## src/rtl/tag_track_pkg.sv

```systemverilog
package tag_track_pkg;

  // Error flags produced by one tracking slot in a cycle
  typedef struct packed {
    logic timeout;
    logic orphan;
    logic reuse;
  } err_flags_t;

  // True on the cycle whose edge is the last one inside the response window
  function automatic logic window_closing(input int unsigned age,
                                          input int unsigned limit);
    return (age + 1) == limit;
  endfunction

  // Next value of the age counter of a live slot
  function automatic int unsigned age_advance(input int unsigned age);
    return age + 1;
  endfunction

endpackage

```

## src/rtl/tag_track_entry.sv

```systemverilog
module tag_track_entry
  import tag_track_pkg::*;
#(
  parameter int TAG_W = 4,
  parameter int IDX   = 0,
  parameter int LIMIT = 20,
  parameter int AGE_W = 5
) (
  input  logic             clk,
  input  logic             rst_n,
  input  logic             ask_valid,
  input  logic [TAG_W-1:0] ask_tag,
  input  logic             ans_valid,
  input  logic [TAG_W-1:0] ans_tag,
  output logic             live_o,
  output err_flags_t       flags_o
);

  logic             live_q;
  logic [AGE_W-1:0] age_q;

  // Named events for this slot
  logic set_w;
  logic hit_w;
  logic expire_w;

  assign set_w    = ask_valid && (ask_tag == TAG_W'(IDX));
  assign hit_w    = ans_valid && (ans_tag == TAG_W'(IDX));
  assign expire_w = live_q && !hit_w && window_closing(32'(age_q), LIMIT);

  always_comb begin
    flags_o.orphan  = hit_w && !live_q;
    flags_o.reuse   = set_w && live_q && !hit_w;
    flags_o.timeout = expire_w;
  end

  // A request always opens a fresh entry; response or expiry closes it
  always_ff @(posedge clk or negedge rst_n) begin
    if (!rst_n) begin
      live_q <= 1'b0;
      age_q  <= '0;
    end else if (set_w) begin
      live_q <= 1'b1;
      age_q  <= '0;
    end else if (hit_w || expire_w) begin
      live_q <= 1'b0;
      age_q  <= '0;
    end else if (live_q) begin
      age_q  <= AGE_W'(age_advance(32'(age_q)));
    end
  end

  assign live_o = live_q;

  // Requirement R2: a request makes the slot live at the next edge
  p_set_live_r2: assert property (@(posedge clk) disable iff (!rst_n)
    set_w |=> live_q);

  // Requirement R4: with no event of its own the slot keeps its state
  p_hold_other_r4: assert property (@(posedge clk) disable iff (!rst_n)
    (!set_w && !hit_w && !expire_w) |=> (live_q == $past(live_q)));

  // Requirement R7: a live slot never counts beyond its window
  p_age_bound_r7: assert property (@(posedge clk) disable iff (!rst_n)
    live_q |-> (32'(age_q) < LIMIT));

  // Requirement R8: after an expiry the slot is closed unless re-requested
  p_expire_once_r8: assert property (@(posedge clk) disable iff (!rst_n)
    (expire_w && !set_w) |=> !live_q);

  // Requirement R9: a same-cycle request and response on a live slot keep it live at age zero
  p_swap_r9: assert property (@(posedge clk) disable iff (!rst_n)
    (set_w && hit_w && live_q) |=> (live_q && age_q == '0));

endmodule

```

## src/rtl/tag_track_pick.sv

```systemverilog
module tag_track_pick #(
  parameter int N     = 16,
  parameter int IDX_W = 4
) (
  input  logic [N-1:0]     req_vec,
  output logic             any_o,
  output logic [IDX_W-1:0] idx_o
);

  // Lowest set bit wins: scan from the top so the lowest index is written last
  always_comb begin
    any_o = 1'b0;
    idx_o = '0;
    for (int i = N - 1; i >= 0; i--) begin
      if (req_vec[i]) begin
        any_o = 1'b1;
        idx_o = IDX_W'(i);
      end
    end
  end

endmodule

```

## src/rtl/tag_tracker.sv

```systemverilog
module tag_tracker
  import tag_track_pkg::*;
#(
  parameter int TAG_W = 4,
  parameter int LIMIT = 20
) (
  input  logic                  clk,
  input  logic                  rst_n,
  input  logic                  ask_valid,
  input  logic [TAG_W-1:0]      ask_tag,
  input  logic                  ans_valid,
  input  logic [TAG_W-1:0]      ans_tag,
  output logic                  err_timeout,
  output logic                  err_orphan,
  output logic                  err_reuse,
  output logic [TAG_W-1:0]      err_tag,
  output logic [(1<<TAG_W)-1:0] live_mask
);

  localparam int NTAGS = 1 << TAG_W;
  localparam int AGE_W = $clog2(LIMIT + 1);

  logic [NTAGS-1:0] live_vec;
  logic [NTAGS-1:0] to_vec;
  logic [NTAGS-1:0] orphan_vec;
  logic [NTAGS-1:0] reuse_vec;
  logic [NTAGS-1:0] any_err_vec;
  logic             pick_any;
  logic [TAG_W-1:0] pick_idx;

  for (genvar g = 0; g < NTAGS; g++) begin : g_slot
    err_flags_t flags_w;

    tag_track_entry #(
      .TAG_W (TAG_W),
      .IDX   (g),
      .LIMIT (LIMIT),
      .AGE_W (AGE_W)
    ) slot_i (
      .clk       (clk),
      .rst_n     (rst_n),
      .ask_valid (ask_valid),
      .ask_tag   (ask_tag),
      .ans_valid (ans_valid),
      .ans_tag   (ans_tag),
      .live_o    (live_vec[g]),
      .flags_o   (flags_w)
    );

    assign to_vec[g]     = flags_w.timeout;
    assign orphan_vec[g] = flags_w.orphan;
    assign reuse_vec[g]  = flags_w.reuse;
  end

  assign any_err_vec = to_vec | orphan_vec | reuse_vec;

  tag_track_pick #(
    .N     (NTAGS),
    .IDX_W (TAG_W)
  ) pick_i (
    .req_vec (any_err_vec),
    .any_o   (pick_any),
    .idx_o   (pick_idx)
  );

  always_ff @(posedge clk or negedge rst_n) begin
    if (!rst_n) begin
      err_timeout <= 1'b0;
      err_orphan  <= 1'b0;
      err_reuse   <= 1'b0;
      err_tag     <= '0;
    end else begin
      err_timeout <= |to_vec;
      err_orphan  <= |orphan_vec;
      err_reuse   <= |reuse_vec;
      err_tag     <= pick_any ? pick_idx : '0;
    end
  end

  assign live_mask = live_vec;

  // Requirement R5: a response to an idle tag is flagged at the next cycle
  p_orphan_pulse_r5: assert property (@(posedge clk) disable iff (!rst_n)
    (ans_valid && !live_mask[ans_tag]) |=> err_orphan);

  // Requirement R6: a repeated live tag is flagged and stays live
  p_reuse_pulse_r6: assert property (@(posedge clk) disable iff (!rst_n)
    (ask_valid && live_mask[ask_tag] && !(ans_valid && ans_tag == ask_tag))
      |=> (err_reuse && live_mask[$past(ask_tag)]));

  // Requirement R9: request plus response on a live tag raises nothing
  p_swap_quiet_r9: assert property (@(posedge clk) disable iff (!rst_n)
    (ask_valid && ans_valid && ask_tag == ans_tag && live_mask[ask_tag])
      |=> (!err_reuse && !err_orphan));

  // Requirement R10: the reported tag is no higher than a same-cycle orphan tag
  p_lowest_r10: assert property (@(posedge clk) disable iff (!rst_n)
    (ans_valid && !live_mask[ans_tag]) |=> (err_tag <= $past(ans_tag)));

  // Requirement R11: the tag output rests at zero when nothing is flagged
  p_tag_idle_r11: assert property (@(posedge clk) disable iff (!rst_n)
    !(err_timeout || err_orphan || err_reuse) |-> (err_tag == '0));

endmodule

```

## config.mk

```make
export PLATFORM = sky130hd
export DESIGN_NAME = tag_tracker
export DESIGN_NICKNAME = d
export VERILOG_FILES = /design/src/rtl/tag_track_pkg.sv /design/src/rtl/tag_track_entry.sv /design/src/rtl/tag_track_pick.sv /design/src/rtl/tag_tracker.sv
export SDC_FILE = /design/constraint.sdc
export NUM_CORES = 1
export LEC_CHECK = 0
export BUFFER_PORTS_ARGS = -buffer_cell sky130_fd_sc_hd__buf_4
export CAP_MARGIN = 5
export CORE_ASPECT_RATIO = 1.4
export CORE_UTILIZATION = 62
export CTS_BUF_LIST = sky130_fd_sc_hd__clkbuf_16
export CTS_CLUSTER_SIZE = 10
export DETAILED_ROUTE_END_ITERATION = 12
export GPL_TIMING_DRIVEN = 0
export HOLD_SLACK_MARGIN = 0.08
export PLACE_DENSITY = 0.81
export SLEW_MARGIN = 15
export SYNTH_ARGS = -nofsm -noshare
export SYNTH_HDL_FRONTEND = slang
export SYNTH_HIERARCHICAL = 1
export SYNTH_SLANG_ARGS = --single-unit
```

## constraint.sdc

```tcl
create_clock -name clk -period 3.45 [get_ports clk]
set_input_delay 0.1725 -clock clk [delete_from_list [all_inputs] [get_ports clk]]
set_output_delay 0.1725 -clock clk [all_outputs]
set_load 0.02 [all_outputs]
```

==> flow_summary_export.csv, run 1 <==
group,metric,value,unit
status,outcome,"completed",
detailed_routing,first_iter_violations,319,
setup_path,startpoint,"g_slot[10].slot_i/age_q[0]",
timing,fmax,359,MHz
power_and_ir_drop,peakVddDrop,0.421,mV
detailed_routing,dr.pass1.iters,5,
synth,syn_area_per_cell,9.62,um2
setup_path,end_kind,"register",
setup_path,startpoint_type,"register",
detailed_routing,wl_per_cell,15.9,um
synth,syn_area,0.00672,mm2
cells_and_area,layoutNonFillerInstCount,888,
grt,grt_pass1_vias,5318,
setup_path,cp_slowest_cell,"dfrtp_1",
place,dp_hpwl,10200,um
synth,synth_top_cell_by_area,"dfrtp_1",
synth,synthXorXnorAreaFrac,10.4,%
synth,synthTopCellsByArea,"dfrtp_1 38%, xor2_1 8.3%, ha_1 6.0%",
synth,synth_adder_area_share,5.96,%
timing,finalMaxSlewViolations,0,
detailed_routing,post_drt_via_cell_ratio,6.08,
synth,synth_warnings,6,
cts,h-tree-depth,3,
floorplanning,die_h,125,um
synth,synth-compound-area-share,5.90,%
worst_hold_path,worstHoldStart,"ask_tag[2]",
synth,async_flop_share,100,%
timing,tightest_slew,0.925,ns
setup_path,crit_required,3.69,ns
cts,clock_latency,0.35,ns
floorplanning,die-area,0.0113,mm2
synth,synth_seq_cells,103,
detailed_routing,vias,5403,
timing,fin_crit,2.78,ns
cts,path_clk_slew,0.07,ns
cells_and_area,drive_above_1_share,17.9,%
grt,grt.total_usage,26.1,%
detailed_routing,routed_wl,14100,um
timing,fin_hold_ws,0.229,ns
timing,final-hold-violation-count,0,
timing,rsz0062_at_grt,"false",
floorplanning,rows,44,
place,dp.cells,871,
synth,synth_cell_types,36,
power_and_ir_drop,finalPower,5.67,mW
grt,grt_pass1_wl,24200,um
setup_path,worstPathArrival,3.02,ns
floorplanning,ioPinCount,35,
cells_and_area,postLayoutCoreUtil,71.2,%
cells_and_area,final_nets,789,
cells_and_area,syn2layout_area_growth,10.8,%
setup_path,crit_path_max_fanout,6,
floorplanning,design.core.area,0.0105,mm2
setup_path,path_cells,"ha_1 -> nand2_1 -> or4b_4 -> a21oi_4 -> and2_1 -> buf_4 -> or3_1 -> nor4_2 -> and3_1 -> nand4_1 -> and2_1",
cts,cts_buffers,9,
setup_path,cpMostUsedCell,"and2_1",
synth,synth_edf_count,0,
synth,synth_top_family_by_area,"simple AND/OR/NAND/NOR gates",
worst_hold_path,hold_path_class,"in -> reg",
timing,setup_viol_count_final,0,
setup_path,cp_slowest_stage_delay,0.45,ns
power_and_ir_drop,power.leakage,3.31,nW
detailed_routing,drtAntennaViolNets,0,
floorplanning,start_util,64.3,%
synth,synth_cells,699,
floorplanning,die_w,90.0,um
place,port_buffers,34,
synth,synth_most_common_cell,"dfrtp_1",
synth,yosys-top-cells-count,"103 x dfrtp_1, 80 x nand2_1, 68 x nor3_1",
grt,antenna_found_initial,0,
timing,fin_setup_tns,0,ns
place,globalplace.congestion,0.877,
synth,synth-seq-area-share,38.3,%
synth,synth-simple-area-share,33.9,%
cts,clkSinkCount,103,
cts,cts-root-buf,"clkbuf_16",
cts,cts_buffer_depth,2,
timing,timing.slew.headroom,38.3,%
synth,synth_top_area_share,38.3,%
cells_and_area,nFillCells,836,
setup_path,r2r_slack,0.67,ns
cts,cts_tree,"yes",
power_and_ir_drop,power_density,761,mW/mm2
job,cap_violations,0,
synth,synth_nets,743,
setup_path,r2r-start,"g_slot[10].slot_i/age_q[0]",
setup_path,crit_type,"reg -> reg",
timing,post-route-period-util,80.6,%
synth,synthMuxAreaShare,2.38,%
grt,overflow,0,
detailed_routing,drt_drc_violations_left,0,
synth,ys.flop_type,"dfrtp_1",
cells_and_area,diodes,0,
timing,clock_skew,0.00706,ns
grt,grt_max_degree,104,
-- final timing paths --
kind | to | depth (start not counted)
worst max-delay path | err_tag[0] | 11
worst min-delay path | g_slot[6].slot_i/live_o | 3
worst max register to register | err_tag[0] | 11
worst min register to register | g_slot[1].slot_i/age_q[3] | 2
max in group asynchronous | g_slot[8].slot_i/age_q[3] | 2
min in group asynchronous | g_slot[2].slot_i/age_q[2] | 2
-- report_power, final --
part,internal (mW),leakage [nW],switching (mW)
Combinational,1.03,1.87,1.19
Sequential,1.76,1.30,0.703
Clock,0.551,0.149,0.431
-- worst max-delay path, delay by kind of cell (launching register included) --
kind / cells / cell delay, ns
AND/OR/NAND/NOR: 8 / 1.76
AO/OA/AOI/OAI: 1 / 0.07
buffers and inverters: 1 / 0.13
adder cells (fa/ha/maj): 1 / 0.27
flip-flops: 1 / 0.45
-- kinds of logic after synthesis --
| group | count (synthesis) |
|---|---|
| buffers and inverters | 35 |
| AND/OR/NAND/NOR | 392 |
| XOR/XNOR | 80 |
| multiplexers | 16 |
| adder cells (fa/ha/maj) | 32 |
| flip-flops | 103 |
| AO/OA/AOI/OAI | 41 |
-- cells in the final DEF (no fill, tap or decap), types with 16 or more instances in the layout --
master / instances
nor3_1: 68
buf_2: 16
or3_1: 16
nand4b_1: 16
and2_1: 20
nor2_1: 59
xnor2_1: 16
mux2i_1: 16
dfrtp_1: 103
ha_1: 32
a21oi_4: 16
nand2_1: 80
nand3_2: 16
xor2_1: 64
nand4_1: 48
or4b_4: 16
buf_4: 49
-- per-layer routing --
metal	global-route usage, %	wire [um]	vias to the layer above
met1	31.5	5710	2635
met3	2.31	652	20
li1	-	-	2599
met4	11.2	333	0
met2	47.3	7410	149
met5	0	0	-
-- per-stage QoR --
step	setup slack [ns]	area, um2
floorplan	0.909	6720
global placement	0.756	7150
detailed placement	0.675	7150
CTS	0.664	7450
global route	0.472	7450
finish	0.668	7450
-- state kept, by name, indices dropped and copies added (netlist names) --
| name | count |
|---|---|
| g_slot.slot_i/live_o | 16 |
| err_tag | 4 |
| g_slot.slot_i/age_q | 80 |
| err_reuse | 1 |
| err_timeout | 1 |
| err_orphan | 1 |
-- area by class of cell --
type	count	area (um2)	area share, %
tap	138	173	2.32
inverter	3	11.3	0.151
timing repair buffer	35	269	3.61
clock inverter	7	56.3	0.756
multi-input combinational	561	3930	52.8
sequential	103	2580	34.6
buffer	32	200	2.69
clock buffer	9	225	3.02
-- timing repair --
item                                   4_1_cts  5_1_grt
endpoints found under the hold margin      103        0
hold buffers                                 1        0
buffers inserted                             0        0
gates resized for setup                      0        0
Note: power is estimated with default switching activity, not from simulation.
==> run 2: changes to the inputs <==
- CORE_UTILIZATION: 62 -> 56
- PLACE_DENSITY: 0.81 -> 0.77
- clock period: 3.45 -> 2.47 ns (I/O delays scaled with it)
==> flow_summary_export.csv, run 2 (synthesized netlist as in run 1, its figures left out) <==
group,metric,value,unit
cts,cts_buffer_depth,2,
worst_hold_path,hold_path_class,"in -> reg",
detailed_routing,dr.pass1.iters,5,
grt,overflow,0,
floorplanning,die_h,132,um
setup_path,critPathCapture,"err_tag[0]",
setup_path,crit_type,"reg -> reg",
cts,cts-root-buf,"clkbuf_16",
grt,grt_pass1_vias,6005,
floorplanning,start_util,57.2,%
setup_path,startpoint,"g_slot[5].slot_i/age_q[0]",
cts,clkSinkCount,103,
grt,grt_pass1_wl,27000,um
grt,grt_max_degree,104,
setup_path,crit_required,2.75,ns
cells_and_area,largest_reg_flops,80,
timing,final-hold-violation-count,0,
timing,rsz0062_at_grt,"true",
cells_and_area,drive_above_1_share,33.5,%
cells_and_area,layout_common_cells,"98 x buf_4, 82 x dfrtp_1, 67 x nor3_1",
timing,setup_viol_count_final,1,
setup_path,startpoint_type,"register",
detailed_routing,vias,5850,
power_and_ir_drop,power.leakage,3.61,nW
detailed_routing,drt_drc_violations_left,0,
floorplanning,ioPinCount,35,
power_and_ir_drop,switching_share,40.4,%
timing,fin_setup_tns,-0.0216,ns
place,dp_slack,-0.233,ns
power_and_ir_drop,peakVddDrop,0.694,mV
place,placed_area,0.00718,mm2
floorplanning,die_w,94.6,um
timing,finalMaxSlewViolations,0,
place,dp_hpwl,10500,um
cts,clock_latency,0.35,ns
setup_path,end_kind,"register",
detailed_routing,first_iter_violations,371,
cells_and_area,final_common_cell,"buf_4",
timing,post-route-period-util,101,%
detailed_routing,post_drt_via_cell_ratio,6.14,
cells_and_area,fin_area,0.00832,mm2
setup_path,worstPathArrival,2.77,ns
grt,antenna_found_initial,0,
cells_and_area,nFillCells,853,
timing,timing.slew.headroom,36.6,%
timing,clock_skew,0.00668,ns
power_and_ir_drop,intPower,5.39,mW
power_and_ir_drop,pwr-share-seq,37.9,%
power_and_ir_drop,p_switching,3.65,mW
detailed_routing,routed_wl,17000,um
cells_and_area,diodes,0,
floorplanning,die-area,0.0125,mm2
place,globalplace.congestion,0.834,
timing,tightest_slew,0.951,ns
cts,cts_buffers,9,
power_and_ir_drop,power_density,1090,mW/mm2
job,cap_violations,0,
cells_and_area,postLayoutCoreUtil,70.7,%
setup_path,r2r_end,"err_tag[0]",
setup_path,crit_path_max_fanout,4,
floorplanning,rows,47,
setup_path,r2r_slack,-0.02,ns
timing,setup_ws,-0.0216,ns
cells_and_area,regMostFlops,"g_slot.slot_i/age_q",
status,outcome,"finished, violations left",
cells_and_area,final_nets,844,
timing,fmax,401,MHz
setup_path,r2r-start,"g_slot[5].slot_i/age_q[0]",
power_and_ir_drop,share_comb_of_total_power,45.8,%
detailed_routing,wl_per_cell,17.8,um
power_and_ir_drop,clkPwrFrac,16.2,%
detailed_routing,drtAntennaViolNets,0,
status,violations,"setup timing",
floorplanning,design.core.area,0.0118,mm2
cts,h-tree-depth,3,
cells_and_area,syn2layout_area_growth,23.8,%
place,port_buffers,34,
worst_hold_path,worstHoldStart,"ask_tag[2]",
cts,cts_tree,"yes",
setup_path,reg2reg_depth,12,
cts,path_clk_slew,0.06,ns
grt,grt.total_usage,27.3,%
timing,fin_crit,2.49,ns
run 2: area by class of cell:
cell class / instances / area [um2] / share of cell area (%)
well taps: 147 / 184 / 2.21
multi-input cells: 561 / 4280 / 51.4
inverters: 3 / 11.3 / 0.135
flip-flops and latches: 103 / 2600 / 31.3
clock buffers: 9 / 225 / 2.71
clock inverters: 7 / 80.1 / 0.962
plain buffers: 29 / 193 / 2.32
repair buffers: 93 / 746 / 8.96
run 2: how the worst min path moves through the flow:
stage / endpoint / slack (ns) / cells after the start
finish: g_slot[4].slot_i/live_o / 0.19 / 3
CTS: g_slot[9].slot_i/live_o / 0.17 / 3
global placement: g_slot[1].slot_i/age_q[4] / 0.48 / 1
floorplan: err_orphan / -0.17 / 0
detailed placement: g_slot[1].slot_i/age_q[4] / 0.31 / 1
global route: g_slot[9].slot_i/live_o / 0.20 / 3
run 2: through the flow:
| stage | hold slack (ns) | std cells | power [mW] |
|---|---|---|---|
| floorplan | -0.172 | 699 | 5.65 |
| detailed placement | 0.306 | 880 | 6.58 |
| CTS | 0.174 | 933 | 8.62 |
| global route | 0.197 | 952 | 9.62 |
| finish | 0.194 | 952 | 9.04 |
| global placement | 0.479 | 880 | 6.33 |
run 2: what timing repair did:
action,in CTS,in global routing
pin swaps,27,29
gates resized for setup,55,55
gates cloned,0,0
setup endpoints to repair,4,4
endpoints found under the hold margin,103,0
hold buffers,1,0
buffers inserted,36,22
run 2: power by group through the flow:
stage	clock network (mW)	logic, mW	registers, mW
3_5_place_dp	0	3.11	3.47
6_report	1.47	4.14	3.43
5_1_grt	1.54	4.55	3.53
3_3_place_gp	0	2.94	3.38
4_1_cts	1.50	3.79	3.33
2_1_floorplan	0	2.24	3.41
run 2: critical path, stage by stage (launching register included):
cell and delay [ns]:
dfrtp_2 0.39, ha_2 0.21, nand2_1 0.09, or4b_4 0.51, a21oi_4 0.17, and2_1 0.14
buf_4 0.10, or3_4 0.14, nor2b_1 0.06, nor3_1 0.21, nand3_1 0.13, o22ai_2 0.14
and2_1 0.14
run 2: metal layers:
layer  part of all wire, %  vias to the layer above  global-route usage [%]  wire length [um]
met5                     0                        -                       0                 0
li1                      -                     2711                       -                 -
met2                    53                      218                    48.0              8960
met3                   5.4                       69                    4.28               911
met1                    38                     2852                    30.9              6390
met4                   4.2                        0                    14.5               716
==> run 3: changes to the inputs <==
- SYNTH_HIERARCHICAL: 1 -> unset
==> flow_summary_export.csv, run 3 <==
group,metric,value,unit
detailed_routing,drt_drc_violations_left,0,
floorplanning,ioPinCount,35,
setup_path,crit_type,"reg -> reg",
timing,fmax,428,MHz
timing,tightest_slew,0.929,ns
timing,clock_skew,0.00741,ns
setup_path,r2r_end,"err_tag[0]",
floorplanning,rows,45,
cts,h-tree-depth,3,
synth,synth_cells,738,
cts,cts_tree,"yes",
detailed_routing,drtAntennaViolNets,0,
setup_path,startpoint,"g_slot[14].slot_i.age_q[0]",
cts,clkSinkCount,103,
synth,synth_most_common_cell,"nand2_1",
worst_hold_path,hold_path_class,"in -> reg",
place,port_buffers,34,
synth,synth_top_area_share,40.1,%
grt,grt_max_degree,104,
detailed_routing,dr.pass1.iters,7,
power_and_ir_drop,peakVddDrop,0.460,mV
power_and_ir_drop,power.leakage,3.31,nW
cts,cts-root-buf,"clkbuf_16",
synth,synth_edf_count,0,
synth,ys.flop_type,"dfrtp_1",
synth,synth_cell_types,61,
job,cap_violations,0,
setup_path,r2r-start,"g_slot[14].slot_i.age_q[0]",
synth,syn_area_per_cell,8.71,um2
setup_path,startpoint_type,"register",
timing,fin_setup_tns,0,ns
place,globalplace.congestion,0.932,
setup_path,critPathCapture,"err_tag[0]",
cells_and_area,postLayoutCoreUtil,65.6,%
synth,async_flop_share,100,%
timing,setup_viol_count_final,0,
grt,antenna_found_initial,0,
detailed_routing,vias,5488,
cells_and_area,diodes,0,
synth,synth_seq_cells,103,
grt,overflow,0,
synth,synth_top_cell_by_area,"dfrtp_1",
place,dp_hpwl,11400,um
setup_path,crit_required,2.68,ns
cells_and_area,syn2layout_area_growth,12.6,%
cells_and_area,layout_common_cells,"108 x nand2_1, 103 x dfrtp_1, 83 x nor2_1",
cells_and_area,layoutNonFillerInstCount,929,
cells_and_area,final_common_cell,"nand2_1",
cells_and_area,regMostFlops,"g_slot.slot_i.age_q",
timing,rsz0062_at_grt,"false",
setup_path,crit_path_max_fanout,5,
detailed_routing,wl_per_cell,16.2,um
synth,synthTopCellsByArea,"dfrtp_1 40%, nand2_1 6.3%, ha_1 6.2%",
status,outcome,"completed",
cts,path_clk_slew,0.06,ns
grt,grt.total_usage,27.2,%
floorplanning,die-area,0.0119,mm2
synth,synth_nets,782,
cells_and_area,largest_reg_flops,80,
grt,grt_pass1_vias,5536,
cts,cts_buffers,9,
floorplanning,die_w,92.5,um
setup_path,worstPathArrival,2.54,ns
cts,cts_setup_buffers,0,
setup_path,end_kind,"register",
grt,grt_pass1_wl,25500,um
synth,syn_area,0.00643,mm2
cells_and_area,final_nets,829,
detailed_routing,post_drt_via_cell_ratio,5.91,
cells_and_area,drive_above_1_share,11.7,%
cts,cts_buffer_depth,2,
floorplanning,die_h,129,um
timing,final-hold-violation-count,0,
synth,synth-seq-area-share,40.1,%
timing,timing.slew.headroom,38.1,%
timing,post-route-period-util,94.5,%
cts,clock_latency,0.34,ns
timing,fin_crit,2.33,ns
setup_path,r2r_slack,0.14,ns
synth,synth_warnings,0,
power_and_ir_drop,power_density,971,mW/mm2
setup_path,reg2reg_depth,9,
floorplanning,start_util,58.2,%
detailed_routing,routed_wl,15100,um
place,dp.cells,913,
synth,yosys-top-cells-count,"108 x nand2_1, 103 x dfrtp_1, 83 x nor2_1",
timing,finalMaxSlewViolations,0,
floorplanning,design.core.area,0.0110,mm2
detailed_routing,first_iter_violations,376,
==> run 3: changes by cell type in the layout (fill, tap and decap cells not counted), moves of 28 or more <==
cell | before | now
buf_4 | 98 | 49
nand2_1 | 65 | 108
o21ai_0 | 4 | 60
nor3_1 | 67 | 17
nor2_1 | 55 | 83
nand4_1 | 48 | 17
==> run 3: where the power goes <==
part,total (mW),internal (mW),switching [mW]
logic,2.42,1.09,1.33
registers,3.04,2.29,0.749
clock network,1.56,0.974,0.591
==> run 3: area by class of cell <==
class / count / area, um2
Clock buffer: 9 / 225
Clock inverter: 5 / 98.8
Fill cell: 948 / 3800
Buffer: 29 / 176
Sequential cell: 103 / 2580
Timing Repair Buffer: 36 / 279
Multi-Input combinational cell: 589 / 3640
Tap cell: 141 / 176
Inverter: 17 / 63.8
==> run 3: metrics by stage <==
| stage | hold slack [ns] | total power, mW | cell area, um2 | setup WS (ns) |
|---|---|---|---|---|
| floorplan | -0.172 | 4.69 | 6430 | 0.491 |
| global placement | 0.420 | 5.26 | 6860 | 0.0312 |
| detailed placement | 0.301 | 5.45 | 6860 | 0.00680 |
| CTS | 0.146 | 7.06 | 7210 | 0.101 |
| global route | 0.199 | 7.58 | 7240 | 0.00626 |
| finish | 0.164 | 7.03 | 7240 | 0.135 |
==> run 3: worst max-delay path: stages (launching register included) <==
cell and delay, ns:
dfrtp_1 0.42, ha_1 0.27, xnor2_1 0.13, or3_1 0.41, a21oi_1 0.16, nor2_1 0.11
a31oi_1 0.19, o21ai_0 0.09, a211oi_1 0.31, a211oi_1 0.10
==> run 3: logic make-up (layout without fill, tap and decap cells) <==
kind of cell / after synthesis / count (layout) / synth area share [%]
AO/OA/AOI/OAI: 142 / 142 / 14.0
XOR/XNOR: 52 / 52 / 7.09
adder cells (fa/ha/maj): 32 / 32 / 6.23
buffers and inverters: 46 / 96 / 3.74
flip-flops: 103 / 103 / 40.1
multiplexers: 12 / 12 / 2.06
AND/OR/NAND/NOR: 351 / 351 / 26.8
==> run 3: worst min path at each step <==
stage	startpoint	to	slack, ns	cells past startpoint
after floorplan	rst_n	err_orphan	-0.17	0
after global placement	ans_valid	err_orphan	0.42	3
after detailed placement	rst_n	g_slot[5].slot_i.age_q[3]	0.30	1
after CTS	ask_valid	g_slot[9].slot_i.live_o	0.15	3
after global routing	ask_valid	g_slot[9].slot_i.live_o	0.20	3
final	ask_valid	g_slot[9].slot_i.live_o	0.16	3
==> run 3: layer usage <==
metal	global-route usage (%)	up-vias	share of wire, %
met3	5.14	49	4.7
met2	47.7	152	50
met5	0	-	0
li1	-	2659	-
met1	32.2	2628	42
met4	12.1	0	3.6
==> run 3: what timing repair did <==
item | in CTS | in global routing
gates resized for setup | 1 | 6
hold buffers | 2 | 0
endpoints found under the hold margin | 104 | 0
pin swaps | 0 | 1
endpoints found under the setup margin | 1 | 2
